### src/rtl/useq_pkg.sv
package useq_pkg;
    localparam int NSIG = 18;

    // control-word strobe positions
    localparam int B_PC_DRV  = 0;
    localparam int B_PC_LD   = 1;
    localparam int B_MAR_LD  = 2;
    localparam int B_MEM_RD  = 3;
    localparam int B_MDR_DRV = 4;
    localparam int B_MDR_EXT = 5;
    localparam int B_IR_LD   = 6;
    localparam int B_Y_LD    = 7;
    localparam int B_SEL_C   = 8;
    localparam int B_ADD     = 9;
    localparam int B_Z_LD    = 10;
    localparam int B_Z_DRV   = 11;
    localparam int B_RA_DRV  = 12;
    localparam int B_RA_LD   = 13;
    localparam int B_RB_DRV  = 14;
    localparam int B_B_LD    = 15;
    localparam int B_WAIT    = 16;
    localparam int B_DONE    = 17;

    typedef enum logic [1:0] {
        C_ALWAYS = 2'd0,
        C_NEG    = 2'd1,
        C_ZERO   = 2'd2,
        C_EXT    = 2'd3
    } cond_e;

    typedef enum logic [2:0] {
        SRC_INC,
        SRC_HOLD,
        SRC_HOME,
        SRC_ENTRY,
        SRC_JUMP
    } src_e;
endpackage

### src/rtl/useq_store.sv
module useq_store
    import useq_pkg::*;
#(
    parameter int AW = 5
) (
    input  logic [AW-1:0]   addr,
    output logic [NSIG-1:0] sig,
    output logic            br_en,
    output logic [1:0]      csel,
    output logic [AW-1:0]   tgt
);
    localparam int DEPTH = 1 << AW;
    localparam int CW    = NSIG + 1 + 2 + AW;

    function automatic logic [CW-1:0] word_of(input int a);
        logic [NSIG-1:0] s;
        logic            b;
        logic [1:0]      c;
        logic [AW-1:0]   t;
        s = '0;
        b = 1'b0;
        c = C_ALWAYS;
        t = '0;
        case (a)
            0: begin
                s[B_PC_DRV] = 1'b1; s[B_MAR_LD] = 1'b1; s[B_MEM_RD] = 1'b1;
                s[B_SEL_C] = 1'b1;  s[B_ADD] = 1'b1;    s[B_Z_LD] = 1'b1;
            end
            1: begin
                s[B_Z_DRV] = 1'b1; s[B_PC_LD] = 1'b1; s[B_Y_LD] = 1'b1; s[B_WAIT] = 1'b1;
            end
            2: begin
                s[B_MDR_DRV] = 1'b1; s[B_IR_LD] = 1'b1;
            end
            3: begin
                s[B_RB_DRV] = 1'b1; s[B_MAR_LD] = 1'b1; s[B_MEM_RD] = 1'b1;
            end
            4: begin
                s[B_RA_DRV] = 1'b1; s[B_Y_LD] = 1'b1; s[B_WAIT] = 1'b1;
            end
            5: begin
                s[B_MDR_DRV] = 1'b1; s[B_ADD] = 1'b1; s[B_Z_LD] = 1'b1;
            end
            6: begin
                s[B_Z_DRV] = 1'b1; s[B_RA_LD] = 1'b1; s[B_DONE] = 1'b1;
            end
            7: begin
                b = 1'b1; c = C_NEG; t = AW'(9);
            end
            9: begin
                s[B_PC_LD] = 1'b1; s[B_DONE] = 1'b1;
            end
            10: begin
                b = 1'b1; c = C_EXT; t = AW'(12);
            end
            12: begin
                s[B_MDR_EXT] = 1'b1; s[B_DONE] = 1'b1;
            end
            13: begin
                b = 1'b1; c = C_ALWAYS; t = AW'(15);
            end
            14: begin
                s[B_B_LD] = 1'b1; s[B_DONE] = 1'b1;
            end
            15: begin
                s[B_RB_DRV] = 1'b1; s[B_DONE] = 1'b1;
            end
            default: s[B_DONE] = 1'b1;
        endcase
        return {t, c, b, s};
    endfunction

    logic [CW-1:0] rom [DEPTH];

    for (genvar a = 0; a < DEPTH; a++) begin : g_word
        assign rom[a] = word_of(a);
    end

    assign {tgt, csel, br_en, sig} = rom[addr];
endmodule

### src/rtl/useq_next.sv
module useq_next
    import useq_pkg::*;
#(
    parameter int AW  = 5,
    parameter int OPW = 2
) (
    input  logic [AW-1:0]  upc,
    input  logic           w_wait,
    input  logic           w_done,
    input  logic           w_irld,
    input  logic           br_en,
    input  logic [1:0]     csel,
    input  logic [AW-1:0]  tgt,
    input  logic [OPW-1:0] opcode,
    input  logic           cc_n,
    input  logic           cc_z,
    input  logic           ext_req,
    input  logic           mem_done,
    output src_e           src,
    output logic [AW-1:0]  nxt
);
    function automatic logic [AW-1:0] entry_of(input logic [OPW-1:0] op);
        case (int'(op))
            0:       return AW'(3);
            1:       return AW'(7);
            2:       return AW'(10);
            3:       return AW'(13);
            default: return '0;
        endcase
    endfunction

    logic cond_ok;

    always_comb begin
        unique case (cond_e'(csel))
            C_ALWAYS: cond_ok = 1'b1;
            C_NEG:    cond_ok = cc_n;
            C_ZERO:   cond_ok = cc_z;
            C_EXT:    cond_ok = ext_req;
        endcase
    end

    always_comb begin
        if (w_wait && !mem_done)  src = SRC_HOLD;
        else if (w_done)          src = SRC_HOME;
        else if (w_irld)          src = SRC_ENTRY;
        else if (br_en && cond_ok) src = SRC_JUMP;
        else                      src = SRC_INC;
    end

    always_comb begin
        unique case (src)
            SRC_HOLD:  nxt = upc;
            SRC_HOME:  nxt = '0;
            SRC_ENTRY: nxt = entry_of(opcode);
            SRC_JUMP:  nxt = tgt;
            SRC_INC:   nxt = upc + AW'(1);
            default:   nxt = upc;
        endcase
    end
endmodule

### src/rtl/useq_ctrl.sv
module useq_ctrl
    import useq_pkg::*;
#(
    parameter int AW  = 5,
    parameter int IW  = 8,
    parameter int OPW = 2
) (
    input  logic            clk,
    input  logic            rst_n,
    input  logic [IW-1:0]   instr_in,
    input  logic            cc_n,
    input  logic            cc_z,
    input  logic            ext_req,
    input  logic            mem_done,
    output logic [NSIG-1:0] ctl_sig,
    output logic [AW-1:0]   upc_o,
    output logic [IW-1:0]   ir_q
);
    logic [AW-1:0]  upc_q;
    logic [AW-1:0]  upc_nxt;
    logic           br_en;
    logic [1:0]     csel;
    logic [AW-1:0]  tgt;
    src_e           src;

    useq_store #(.AW(AW)) u_store (
        .addr  (upc_q),
        .sig   (ctl_sig),
        .br_en (br_en),
        .csel  (csel),
        .tgt   (tgt)
    );

    useq_next #(.AW(AW), .OPW(OPW)) u_next (
        .upc      (upc_q),
        .w_wait   (ctl_sig[B_WAIT]),
        .w_done   (ctl_sig[B_DONE]),
        .w_irld   (ctl_sig[B_IR_LD]),
        .br_en    (br_en),
        .csel     (csel),
        .tgt      (tgt),
        .opcode   (instr_in[IW-1 -: OPW]),
        .cc_n     (cc_n),
        .cc_z     (cc_z),
        .ext_req  (ext_req),
        .mem_done (mem_done),
        .src      (src),
        .nxt      (upc_nxt)
    );

    always_ff @(posedge clk or negedge rst_n) begin
        if (!rst_n) begin
            upc_q <= '0;
            ir_q  <= '0;
        end else begin
            upc_q <= upc_nxt;
            if (src == SRC_ENTRY) ir_q <= instr_in;
        end
    end

    always_comb upc_o = upc_q;
endmodule

### config.mk
export PLATFORM = sky130hd
export DESIGN_NAME = useq_ctrl
export DESIGN_NICKNAME = d
export VERILOG_FILES = /design/src/rtl/useq_pkg.sv /design/src/rtl/useq_store.sv /design/src/rtl/useq_next.sv /design/src/rtl/useq_ctrl.sv
export SDC_FILE = /design/constraint.sdc
export NUM_CORES = 1
export LEC_CHECK = 0
export ABC_AREA = 1
export BUFFER_PORTS_ARGS = -buffer_cell sky130_fd_sc_hd__buf_4
export CORE_MARGIN = 10
export CORE_UTILIZATION = 41
export DETAILED_ROUTE_END_ITERATION = 8
export PLACE_DENSITY = 0.75
export SYNTH_ARGS = -nofsm -noshare
export SYNTH_HDL_FRONTEND = slang
export SYNTH_SLANG_ARGS = --single-unit
### constraint.sdc
create_clock -name clk -period 1.53 [get_ports clk]
set_input_delay 0.306 -clock clk [delete_from_list [all_inputs] [get_ports clk]]
set_output_delay 0.306 -clock clk [all_outputs]
set_load 0.1 [all_outputs]
==> results.sh, run 1 <==
export IMPL_outcome="did not finish"
export IMPL_failed_stage="global routing"
export IMPL_tool_error="[ERROR DPL-0033] detailed placement checks failed during check placement."
export IMPL_worst_path_end_type="output port"
export IMPL_netlist_cell_type_count=23
export IMPL_gp_congestion=0.8088
export IMPL_syn_area_per_cell_um2=7.037
export IMPL_die_w_um=67.78
export IMPL_dp_final_hpwl_um=2436
export IMPL_htree_levels=1
export IMPL_root_buffer="clkbuf_4"
export IMPL_die_h_um=67.78
export IMPL_grt_start_max_net_pins=14
export IMPL_crit_endpoint="ctl_sig[0]"
export IMPL_syn_inst=133
export IMPL_dp_cells=212
export IMPL_syn_nets=153
export IMPL_cts_made_buffers=3
export IMPL_ys_warn_count=0
export IMPL_initial_core_util=0.4272
export IMPL_clk_path_buf_depth=2
export IMPL_synth_seq_cells=13
export IMPL_portBuffers=43
export IMPL_ios=45
export IMPL_syn_cell_area_um2=935.9
export IMPL_rows=17
export IMPL_cts_sinks=13
export IMPL_place_ws_ps=-237.8
export IMPL_grt_antenna_before_repair=0
export IMPL_yosysSeqAreaShare=0.3476
per-stage QoR:
| step | hold WS, ps | utilization | area (um^2) | setup TNS, ps |
|---|---|---|---|---|
| floorplan | 10.41 | - | 1136 | -11140 |
| global placement | 155.3 | 0.6756 | 1480 | -3859 |
| detailed placement | 155.2 | 0.6756 | 1480 | -4267 |
| CTS | 220.6 | 0.8641 | 1893 | -8428 |
cells in the mapped netlist:
cell type / number / area [um^2]
nor2_2: 1 / 6.260
nor3_1: 1 / 5.000
nand2_1: 49 / 183.9
dfrtp_1: 13 / 325.3
nand3_1: 6 / 30.03
buf_6: 1 / 11.26
nor2_4: 1 / 11.26
nor2_1: 14 / 52.55
o21ai_0: 1 / 5.000
buf_4: 8 / 60.06
a21oi_4: 1 / 16.27
ha_1: 6 / 75.07
nand3b_1: 1 / 7.510
nand4_1: 5 / 31.28
nand2_2: 1 / 6.260
a21oi_1: 2 / 10.01
conb_1: 1 / 3.750
inv_2: 2 / 7.510
xor2_1: 1 / 8.760
a22o_1: 1 / 8.760
o21a_1: 1 / 7.510
or2_2: 1 / 6.260
inv_1: 15 / 56.30
logic make-up after synthesis:
group	Yosys count	synth area share
DFF	13	0.3476
AOI/OAI and AO/OA	6	0.05081
and+or+nand+nor	80	0.3637
xor gates and xnor gates	1	0.009360
other	1	0.004007
buffers and inverters	26	0.1444
adders and majority gates	6	0.08021
repair_timing:
item                       CTS
setup endpoints to repair   31
gates cloned                 0
setup buffers                5
resized for setup           86
hold buffers                 1
hold endpoints to repair    13
pin swaps                    9
==> inputs of run 2 (changes only) <==
- CORE_AREA: default -> 10 10 71 73
- CORE_MARGIN: 10 -> default
- CORE_UTILIZATION: 41 -> default
- DIE_AREA: default -> 0 0 81 83
- PLACE_DENSITY: 0.75 -> default
- PLACE_DENSITY_LB_ADDON: default -> 0.15
- clock period: 1.53 -> 2 ns (I/O delays scaled with it)
==> run 2 against run 1 <==
  * The flow now finishes, with violations (setup timing)
  * Synthesized cell count is the same
  * Area after synthesis is the same
==> results.sh, run 2 <==
export IMPL_path_buf_inv=3
export IMPL_tns_ps=-209.7
export IMPL_startpoint_type="flip-flop"
export IMPL_mostFrequentLayoutCells="nand2_1, buf_4, buf_12, dfrtp_1"
export IMPL_synth_seq_cells=13
export IMPL_ant_nets=0
export IMPL_cts_tree="built"
export IMPL_use_met1=0.08814
export IMPL_arrival_ps=1640
export IMPL_cap_violations=0
export IMPL_synthArstFlopShare=1.000
export IMPL_clk_pin_slew_ps=60
export IMPL_drc=0
export IMPL_outcome="finished, violations left"
export IMPL_path_max_fanout=6
export IMPL_cts_sinks=13
export IMPL_routed_via_density=4.177
export IMPL_hold_violations=0
export IMPL_synth_top_flop_cell="dfrtp_1"
export IMPL_synth_largest_area_cell="dfrtp_1"
export IMPL_largest_reg_flops=8
export IMPL_die_w_um=81
export IMPL_drive_above_1_share=0.5519
export IMPL_period_minus_slack_ps=2045
export IMPL_setup_ws_ps=-44.91
export IMPL_antenna_cells=0
export IMPL_clock_latency_ps=240
export IMPL_yosysTopAreaCellShare=0.3476
export IMPL_top_register="ir_q"
export IMPL_initial_core_util=0.2576
export IMPL_slew_violations=0
export IMPL_dr_pass1_iters=4
export IMPL_crit_chain="nor2_4 > clkinvlp_4 > buf_6 > a21oi_4 > buf_12"
export IMPL_yosysSeqAreaShare=0.3476
export IMPL_dp_final_hpwl_um=2361
export IMPL_grt_use_met2=0.1527
export IMPL_fin_skew_ps=1.853
export IMPL_syn_inst=133
export IMPL_die_area_mm2=0.006723
export IMPL_r2r_start="upc_o[1]$_DFFE_PN0P_"
export IMPL_portBuffers=43
export IMPL_syn_cell_area_um2=935.9
export IMPL_utilization=0.4938
export IMPL_die_h_um=83
export IMPL_cp_top_family="buffers and inverters"
export IMPL_crit_start="upc_o[3]$_DFFE_PN0P_"
export IMPL_rsz0062_at_grt="true"
export IMPL_cts_made_buffers=3
export IMPL_wl_per_cell_um=12.96
export IMPL_grt_pass1_vias=1069
export IMPL_setup_viol=9
export IMPL_fin_crit_sh=1.022
export IMPL_overflow=0
export IMPL_min_path_type="input port to flip-flop"
export IMPL_rows=22
export IMPL_routed_via_count=965
export IMPL_clk_path_buf_depth=2
export IMPL_grt_start_max_net_pins=14
export IMPL_critPathMaxStageDelay_ps=510
export IMPL_gp_congestion=0.8000
export IMPL_top_usage_layer="met2"
export IMPL_synth_edf_count=0
export IMPL_nNetsFinal=204
export IMPL_grtUsageTotal=0.08749
export IMPL_ios=45
export IMPL_ys_top_cells_by_area="dfrtp_1, nand2_1, ha_1"
export IMPL_crit_slowest_cell="dfrtp_4"
export IMPL_violations="setup timing"
export IMPL_fmax_mhz=489.0
export IMPL_required_ps=1600
export IMPL_yosys_top_cells_count="nand2_1, inv_1, nor2_1"
export IMPL_core_mm2=0.003633
export IMPL_syn_to_final_growth_pct=91.71
export IMPL_syn_area_per_cell_um2=7.037
export IMPL_netlist_cell_type_count=23
export IMPL_layout_commonest_cell="nand2_1"
export IMPL_ys_warn_count=0
export IMPL_root_buffer="clkbuf_8"
export IMPL_grt_antenna_before_repair=0
export IMPL_end_kind="output port"
export IMPL_use_met3=0.03448
export IMPL_routed_wl_um=2993
export IMPL_yosysMostFrequentCell="nand2_1"
export IMPL_hp_start="instr_in[1]"
export IMPL_post_route_cell_area_mm2=0.001794
export IMPL_place_area_mm2=0.001350
export IMPL_htree_levels=1
export IMPL_syn_nets=153
export IMPL_place_ws_ps=95.57
export IMPL_dr_first_iter_drc_count=45
export IMPL_grt_pass1_wl_um=4878
export IMPL_path_class="flip-flop to output port"
run 2: area by class of cell:
class / count / area (um^2)
clock buffers: 3 / 41.29
clock inverters: 1 / 5.005
fillers: 353 / 1839
inverters: 17 / 76.32
multi-input cells: 94 / 638.1
flip-flops and latches: 13 / 344.1
well taps: 48 / 60.06
repair buffers: 55 / 629.4
run 2: cell families after synthesis:
family / share of synthesized area
fa+ha+maj: 0.08021
other cells: 0.004007
buf+inv: 0.1444
compound gates: 0.05081
flops: 0.3476
simple gates: 0.3637
xor+xnor: 0.009360
run 2: timing repair:
item	in CTS	in global routing
setup endpoints to repair	14	17
hold endpoints to repair	13	0
pin swaps	2	9
buffers inserted	1	9
hold buffers	1	0
resized for setup	36	40
run 2: worst paths after layout:
path / to / slack (ps) / cells past startpoint
hold reg to reg: ir_q[1]$_DFFE_PN0P_ / 480 / 2
hold / removal: ir_q[1]$_DFFE_PN0P_ / 350 / 3
min in group asynchronous: ir_q[1]$_DFFE_PN0P_ / 530 / 2
setup / recovery: ctl_sig[10] / -40 / 5
setup reg to reg: upc_o[3]$_DFFE_PN0P_ / 200 / 10
max in group asynchronous: upc_o[2]$_DFFE_PN0P_ / 1280 / 2
run 2: worst min-delay path, stage by stage:
cell	delay, ps
buf_4	70
nand2_1	40
nand2_1	50
run 2: metal layers:
| layer | vias up | part of all wire |
|---|---|---|
| met5 | - | 0 |
| met3 | 2 | 0.079 |
| met1 | 439 | 0.38 |
| li1 | 499 | - |
| met4 | 0 | 0.0047 |
| met2 | 25 | 0.54 |
run 2: per-stage QoR:
stage,hold slack (ps),cells
final,354.6,231
after global routing,372.9,231
after CTS,348.8,222
after detailed placement,255.4,216
after global placement,252.2,216
after floorplan,104.4,133
Power of run 2 is not shown: default switching activity piles up to over one toggle a cycle in this logic, so the estimate is an artifact.
==> inputs of run 3 (changes only) <==
- CTS_BUF_LIST: default -> sky130_fd_sc_hd__clkbuf_2
==> run 3 against run 2 <==
  * The run still ends with setup timing left
  * Fmax is 0.31% lower
  * Register-to-register slack lost 30 ps
  * Cell count rose by 0.43%
  * Non-clock buffer count rose by 1
  * Worst hold slack worse by 43 ps
  * Setup slack got worse by 6.3 ps
  * Utilization is 0.90 points lower
  * First-iteration DRC count fell by 8.9%
  * Flip-flop and latch count is the same
  * Highest routed layer unchanged
==> results.sh, run 3 (same netlist as run 2, synthesis figures left out) <==
export IMPL_setup_ws_ps=-51.26
export IMPL_fin_skew_ps=2.558
export IMPL_wl_per_cell_um=13.29
export IMPL_largest_reg_flops=8
export IMPL_dr_pass1_iters=4
export IMPL_fin_crit_sh=1.026
export IMPL_fmax_mhz=487.5
export IMPL_overflow=0
export IMPL_top_register="ir_q"
export IMPL_initial_core_util=0.2576
export IMPL_rows=22
export IMPL_place_ws_ps=95.57
export IMPL_drc=0
export IMPL_path_buf_inv=1
export IMPL_grt_pass1_wl_um=5195
export IMPL_grt_pass1_vias=1122
export IMPL_setup_viol=7
export IMPL_period_minus_slack_ps=2051
export IMPL_required_ps=1600
export IMPL_crit_chain="ha_2 > ha_1 > a22o_2 > buf_8"
export IMPL_cap_violations=0
export IMPL_startpoint_type="flip-flop"
export IMPL_core_mm2=0.003633
export IMPL_htree_levels=1
export IMPL_slew_violations=0
export IMPL_cts_made_buffers=3
export IMPL_rsz0062_at_grt="true"
export IMPL_gp_congestion=0.8000
export IMPL_routed_via_density=4.276
export IMPL_ios=45
export IMPL_violations="setup timing"
export IMPL_root_buffer="clkbuf_2"
export IMPL_clk_path_buf_depth=2
export IMPL_end_kind="output port"
export IMPL_cts_sinks=13
export IMPL_crit_slowest_cell="dfrtp_4"
export IMPL_ant_nets=0
export IMPL_min_path_type="input port to flip-flop"
export IMPL_antenna_cells=0
export IMPL_nNetsFinal=205
export IMPL_grt_antenna_before_repair=0
export IMPL_grtUsageTotal=0.09304
export IMPL_layout_commonest_cell="nand2_1"
export IMPL_drive_above_1_share=0.5598
export IMPL_dr_first_iter_drc_count=41
export IMPL_hold_violations=0
export IMPL_routed_via_count=992
export IMPL_syn_to_final_growth_pct=88.24
export IMPL_clk_pin_slew_ps=140
export IMPL_portBuffers=43
export IMPL_cp_top_family="flip-flops"
export IMPL_mostFrequentLayoutCells="nand2_1, buf_4, buf_12, dfrtp_1, inv_1"
export IMPL_arrival_ps=1650
export IMPL_outcome="finished, violations left"
export IMPL_die_w_um=81
export IMPL_path_max_fanout=6
export IMPL_grt_start_max_net_pins=14
export IMPL_path_class="flip-flop to output port"
export IMPL_dp_final_hpwl_um=2361
export IMPL_die_area_mm2=0.006723
export IMPL_die_h_um=83
export IMPL_clock_latency_ps=270
export IMPL_routed_wl_um=3084
export IMPL_n_fill_cell=368
export IMPL_critPathMaxStageDelay_ps=560
export IMPL_cts_tree="built"
[run 3: area by class of cell]
cell class | instances | area (um^2) | share of cell area
tap | 48 | 60.06 | 0.03409
inverter | 17 | 76.32 | 0.04332
sequential | 13 | 344.1 | 0.1953
timing repair buffer | 56 | 623.1 | 0.3537
multi-input combinational | 94 | 638.1 | 0.3622
clock buffer | 3 | 15.01 | 0.008523
clock inverter | 1 | 5.005 | 0.002841
[run 3: path summary, 6_finish.rpt]
path                                           start                   end  slack [ps]  cells past startpoint
worst max-delay path            upc_o[0]$_DFFE_PN0P_           ctl_sig[14]         -50                      4
worst min-delay path                     instr_in[1]   ir_q[1]$_DFFE_PN0P_         310                      3
worst max register to register  upc_o[0]$_DFFE_PN0P_   ir_q[3]$_DFFE_PN0P_         170                     11
worst min register to register   ir_q[1]$_DFFE_PN0P_   ir_q[1]$_DFFE_PN0P_         500                      2
max in group asynchronous                      rst_n  upc_o[2]$_DFFE_PN0P_        1340                      2
min in group asynchronous                      rst_n   ir_q[1]$_DFFE_PN0P_         480                      2
[run 3: through the flow]
step	hold slack, ps	instances	area [um^2]	utilization	setup TNS (ps)
after floorplan	104.4	133	1056	-	-2768
after global placement	252.2	216	1350	0.3716	0
after detailed placement	255.4	216	1350	0.3716	0
after CTS	288.0	229	1678	0.4618	-594.9
after global routing	298.7	232	1762	0.4848	-1436
final	311.1	232	1762	0.4848	-220.3
[run 3: timing repair]
| item | 4_1_cts | 5_1_grt |
|---|---|---|
| endpoints found under the setup margin | 17 | 18 |
| endpoints found under the hold margin | 13 | 0 |
| buffers inserted | 8 | 3 |
| hold buffers | 1 | 0 |
| pin swaps | 6 | 3 |
| resized for setup | 63 | 14 |
[run 3: routing by layer]
| metal | track usage | part of all wire | vias to the layer above |
|---|---|---|---|
| li1 | - | - | 503 |
| met1 | 0.09373 | 0.38 | 460 |
| met2 | 0.1671 | 0.55 | 27 |
| met3 | 0.02586 | 0.066 | 2 |
| met4 | 0.04538 | 0.0045 | 0 |
| met5 | 0 | 0 | - |
[run 3: tightest hold or removal path, stage by stage]
cell and delay, ps:
buf_4 70, nand2_1 40, nand2_1 50
Power of run 3 is left out for the same reason.
